==> src/rtl/socAlertPkg.sv <==
package socAlertPkg;
  localparam int WORD_W    = 16;
  localparam int SOC_W     = 8;
  localparam int THR_W     = 5;
  localparam int ALERT_BIT = 5;
  localparam int SLEEP_BIT = 7;
  localparam int RI_BIT    = 0;
  localparam logic [WORD_W-1:0] CFG_RESET = 16'h971C;

  typedef struct packed {
    logic cfgLoad;
    logic alertSet;
    logic socLoad;
    logic riClear;
  } ctrlStb_t;
endpackage

==> src/rtl/socAlertCtrl.sv <==
module socAlertCtrl
  import socAlertPkg::*;
#(
  parameter int SocW = SOC_W,
  parameter int ThrW = THR_W
) (
  input  logic            socStrobe,
  input  logic [SocW-1:0] socValue,
  input  logic [SocW-1:0] prevSoc,
  input  logic [ThrW-1:0] thrCode,
  input  logic            wrEn,
  input  logic            wrSel,
  input  logic            wrRiBit,
  output ctrlStb_t        stb
);
  localparam int PctW = ThrW + 1;
  localparam logic [PctW-1:0] FULL_SPAN = PctW'(1 << ThrW);

  logic [PctW-1:0] thrPct;
  logic [SocW-1:0] thrExt;
  logic            wasAbove;
  logic            nowBelow;

  always_comb begin
    thrPct   = FULL_SPAN - {1'b0, thrCode};
    thrExt   = SocW'(thrPct);
    wasAbove = prevSoc > thrExt;
    nowBelow = socValue <= thrExt;
    stb.socLoad  = socStrobe;
    stb.alertSet = socStrobe && wasAbove && nowBelow;
    stb.cfgLoad  = wrEn && !wrSel;
    stb.riClear  = wrEn && wrSel && !wrRiBit;
  end
endmodule

==> src/rtl/socAlertDp.sv <==
module socAlertDp
  import socAlertPkg::*;
#(
  parameter int SocW  = SOC_W,
  parameter int ThrW  = THR_W,
  parameter int WordW = WORD_W
) (
  input  logic             clk,
  input  logic             rstN,
  input  ctrlStb_t         stb,
  input  logic [SocW-1:0]  socValue,
  input  logic [WordW-1:0] wrData,
  output logic [SocW-1:0]  prevSoc,
  output logic [ThrW-1:0]  thrCode,
  output logic             alertPinN,
  output logic [WordW-1:0] cfgWord,
  output logic [WordW-1:0] statusWord
);
  localparam logic [SocW-1:0] SOC_START = '1;

  logic [WordW-1:0] cfgReg, cfgNext;
  logic [SocW-1:0]  socReg;
  logic             riReg;

  always_comb begin
    cfgNext = cfgReg;
    if (stb.cfgLoad) begin
      cfgNext = wrData;
      cfgNext[ALERT_BIT] = cfgReg[ALERT_BIT] & wrData[ALERT_BIT];
    end
    if (stb.alertSet) cfgNext[ALERT_BIT] = 1'b1;
  end

  always_ff @(posedge clk) begin
    if (!rstN) begin
      cfgReg <= CFG_RESET;
      socReg <= SOC_START;
      riReg  <= 1'b1;
    end else begin
      cfgReg <= cfgNext;
      if (stb.socLoad) socReg <= socValue;
      if (stb.riClear) riReg <= 1'b0;
    end
  end

  always_comb begin
    prevSoc    = socReg;
    thrCode    = cfgReg[ThrW-1:0];
    alertPinN  = ~cfgReg[ALERT_BIT];
    cfgWord    = cfgReg;
    statusWord = '0;
    statusWord[RI_BIT] = riReg;
  end
endmodule

==> src/rtl/socAlertLatch.sv <==
module socAlertLatch
  import socAlertPkg::*;
#(
  parameter int SocW  = SOC_W,
  parameter int ThrW  = THR_W,
  parameter int WordW = WORD_W
) (
  input  logic             clk,
  input  logic             rstN,
  input  logic [SocW-1:0]  socValue,
  input  logic             socStrobe,
  input  logic             wrEn,
  input  logic             wrSel,
  input  logic [WordW-1:0] wrData,
  output logic             alertPinN,
  output logic [WordW-1:0] cfgWord,
  output logic [WordW-1:0] statusWord
);
  ctrlStb_t        stb;
  logic [SocW-1:0] prevSoc;
  logic [ThrW-1:0] thrCode;

  socAlertCtrl #(.SocW(SocW), .ThrW(ThrW)) i_ctrl (
    .socStrobe (socStrobe),
    .socValue  (socValue),
    .prevSoc   (prevSoc),
    .thrCode   (thrCode),
    .wrEn      (wrEn),
    .wrSel     (wrSel),
    .wrRiBit   (wrData[RI_BIT]),
    .stb       (stb)
  );

  socAlertDp #(.SocW(SocW), .ThrW(ThrW), .WordW(WordW)) i_dp (
    .clk        (clk),
    .rstN       (rstN),
    .stb        (stb),
    .socValue   (socValue),
    .wrData     (wrData),
    .prevSoc    (prevSoc),
    .thrCode    (thrCode),
    .alertPinN  (alertPinN),
    .cfgWord    (cfgWord),
    .statusWord (statusWord)
  );
endmodule

==> config.mk <==
export PLATFORM = sky130hd
export DESIGN_NAME = socAlertLatch
export DESIGN_NICKNAME = d
export VERILOG_FILES = /design/src/rtl/socAlertPkg.sv /design/src/rtl/socAlertCtrl.sv /design/src/rtl/socAlertDp.sv /design/src/rtl/socAlertLatch.sv
export SDC_FILE = /design/constraint.sdc
export NUM_CORES = 1
export LEC_CHECK = 0
export BUFFER_PORTS_ARGS = -buffer_cell sky130_fd_sc_hd__buf_2
export CAP_MARGIN = 20
export CELL_PAD_IN_SITES_DETAIL_PLACEMENT = 1
export CELL_PAD_IN_SITES_GLOBAL_PLACEMENT = 2
export CORE_UTILIZATION = 27
export DETAILED_ROUTE_END_ITERATION = 8
export GPL_ROUTABILITY_DRIVEN = 0
export PLACE_DENSITY = 0.95
export SYNTH_ARGS = -nofsm -noshare
export SYNTH_HDL_FRONTEND = slang
export SYNTH_SLANG_ARGS = --single-unit
==> constraint.sdc <==
create_clock -name clk -period 3.4 [get_ports clk]
set_input_delay 0.51 -clock clk [delete_from_list [all_inputs] [get_ports clk]]
set_output_delay 0.51 -clock clk [all_outputs]
set_load 0.03 [all_outputs]
==> results.cfg <==
[routing]
first_iter_violations = 40
antenna_left = 0
vias = 1159
drc_errors = 0
drtPass1Iterations = 2
routed_wl_um = 3260
avgViaCountPerCell = 4.17
wl_per_cell_um = 11.7

[clocking]
hold_buffers = 0
cts.htree.levels = 1
tritoncts = built
cts_buffer_depth = 2
cts-buffers-inserted = 3
post_cts_buffers = 0
clk_latency_ps = 270
cts_resized = 0
clkTransAtPathRegs_ps = 100
cts_sinks = 25
cts_root_buf = clkbuf_8

[finish]
seq_area_um2 = 500
final_cell_area_um2 = 1650
fillers = 627
syn2layout_area_growth_pct = 20.1
final_nets = 252
multi_input_area_um2 = 751
layout-drive-gt1-share_pct = 24.6
diodes = 0

[setup_path]
crit_path_max_fanout = 7
reg2reg_from = i_dp.cfgWord[0]
r2r_setup_slack_ps = 1380
worstPathArrival_ps = 2210
r2r_end = i_dp.cfgWord[5]
criticalPathCategory = reg2reg
r2r_cells = 9
cp-end-kind = flop
start_kind = flop
required_ps = 3590
crit_start = i_dp.cfgWord[0]

[sta]
tns_ps = 0
period_needed_ps = 2020
skew_ps = 4.43
rsz0062_at_grt = no
worst_slack_ps = 1380
hold_viol_final = 0
max_slew_margin_pct = 57.1
drv_slew = 0
finalCritPeriodShare_pct = 59.3
tightest_slew_ps = 643
max_freq_mhz = 496
finalSetupViolCount = 0

[global_route]
grt_pass1_vias = 1165
antenna_found_initial = 0
grt_pass1_wl_um = 5260
grt-ovfl-total = 0
grt_usage_pct = 12.5
grt_max_degree = 27

[logic_synthesis]
synth_top_area_cell = dfxtp_1
async_reset_ff_share_pct = 0
syn_inst = 169
synth_flop_cell = dfxtp_1
seq_area_frac_synth_pct = 36.4
synth_area_per_cell_um2 = 8.14
ys_top_cells_by_area = dfxtp_1 36%, nand2_1 12%, ha_1 10%, buf_4 8.7%, mux2i_1 5.1%
synth_cell_types = 26
ys_warn_count = 0
syn_area_um2 = 1380
synth.top_cell.area_share_pct = 36.4
synth_edf_count = 0
synth-seq-cells = 25

[place]
dpl-instance-area_um2 = 1600
preCtsSetupSlack_ps = 1390
io_buffers = 46
dpl.hpwl_um = 2540

[pwr]
share_comb_of_total_power_pct = 24.0
vdd_ir_drop_max_mv = 0.194
switching_share_pct = 33.0
internal-power_mw = 0.449
leakage_nw = 0.776
pwr-share-seq_pct = 48.1
clkPwrFrac_pct = 27.9
totalPowerFinal_mw = 0.670
switchingPower_mw = 0.222
power_per_cell_area_nw_per_um2 = 406

[hold_path]
hp-start = wrData[2]
hold_path.class = in2reg
min_to = i_dp.cfgWord[2]
min_path_cells = 3

[floorplan]
num_rows = 25
fp.dieArea_um2 = 5380
core_area_um2 = 4820
die_height_um = 73.4
die_w_um = 73.4
boundaryPins = 62
start_util_pct = 28.5

[run_status]
run_status = finished clean

[job]
max_cap_viol_count = 0
final cells by class:
cell class / count / area share, %
multi-input cells: 127 / 45.5
clock inverters: 1 / 0.455
well taps: 67 / 5.08
inverters: 8 / 1.82
repair buffers: 47 / 14.4
clock buffers: 3 / 2.50
flip-flops and latches: 25 / 30.3
through the flow:
stage                     hold slack, ps  util (%)  cells
final                                437      34.3    278
after global routing                 442      34.3    278
after CTS                            433      34.1    277
after detailed placement             451      33.1    273
after global placement               444      33.1    273
after floorplan                      440         -    183
registers in the layout (all words and copies together), names as in the netlist:
name          cells
i_dp.prevSoc      8
i_dp.riReg        1
i_dp.cfgWord     16
kinds of logic after synthesis:
family | synth area share, %
and+or+nand+nor | 20.2
buffers and inverters | 12.8
DFF | 36.4
AOI/OAI and AO/OA | 10.7
adders and majority gates | 10.7
muxes | 5.10
xor gates and xnor gates | 3.73
other | 0.273
worst max path at each step:
stage / to / slack [ps] / depth (start not counted)
after floorplan: i_dp.cfgWord[5] / 1300 / 8
after global placement: i_dp.cfgWord[5] / 1450 / 8
after detailed placement: i_dp.cfgWord[5] / 1390 / 8
after CTS: i_dp.cfgWord[5] / 1370 / 9
after global routing: i_dp.cfgWord[5] / 1160 / 9
final: i_dp.cfgWord[5] / 1380 / 9
power groups by stage:
stage / clock (mW) / sequential (mW) / combinational (mW)
2_1_floorplan: 0 / 0.348 / 0.107
3_3_place_gp: 0 / 0.328 / 0.158
3_5_place_dp: 0 / 0.330 / 0.160
4_1_cts: 0.197 / 0.323 / 0.162
5_1_grt: 0.204 / 0.325 / 0.179
6_report: 0.187 / 0.323 / 0.161
placed cells by master (no fill, tap or decap), types with 3 or more instances in the layout:
master,n
a21boi_0,7
a21oi_1,4
buf_2,46
clkbuf_8,3
conb_1,15
dfxtp_1,25
ha_1,11
inv_1,8
mux2i_1,7
nand2_1,45
nand3_1,9
nor3_1,5
o21ai_0,4
Yosys cell counts (all sizes together) (3+ instances only):
library cell	n
clkbuf	7
buf	16
nand2	45
dfxtp	25
a21boi	7
inv	8
ha	11
nand3	9
o21ai	4
nor3	5
xor2	3
a21oi	4
mux2i	7
per-layer routing:
| metal | vias to the layer above | part of all wire, % | GRT usage, % | wire length (µm) |
|---|---|---|---|---|
| met1 | 510 | 48 | 15.9 | 1570 |
| met4 | 0 | 0.95 | 3.21 | 31 |
| met2 | 34 | 45 | 21.4 | 1480 |
| met5 | - | 0 | 0 | 0 |
| li1 | 611 | - | - | - |
| met3 | 4 | 5.6 | 3.02 | 182 |
worst max-delay path: stages, from the launching register on:
cell	delay, ps
dfxtp_1	450
inv_1	70
ha_1	280
inv_1	50
ha_1	270
nor2b_1	150
o31ai_1	200
a21oi_1	100
o22a_1	160
o31ai_1	210
No activity file was read; power rests on OpenSTA's default activity.
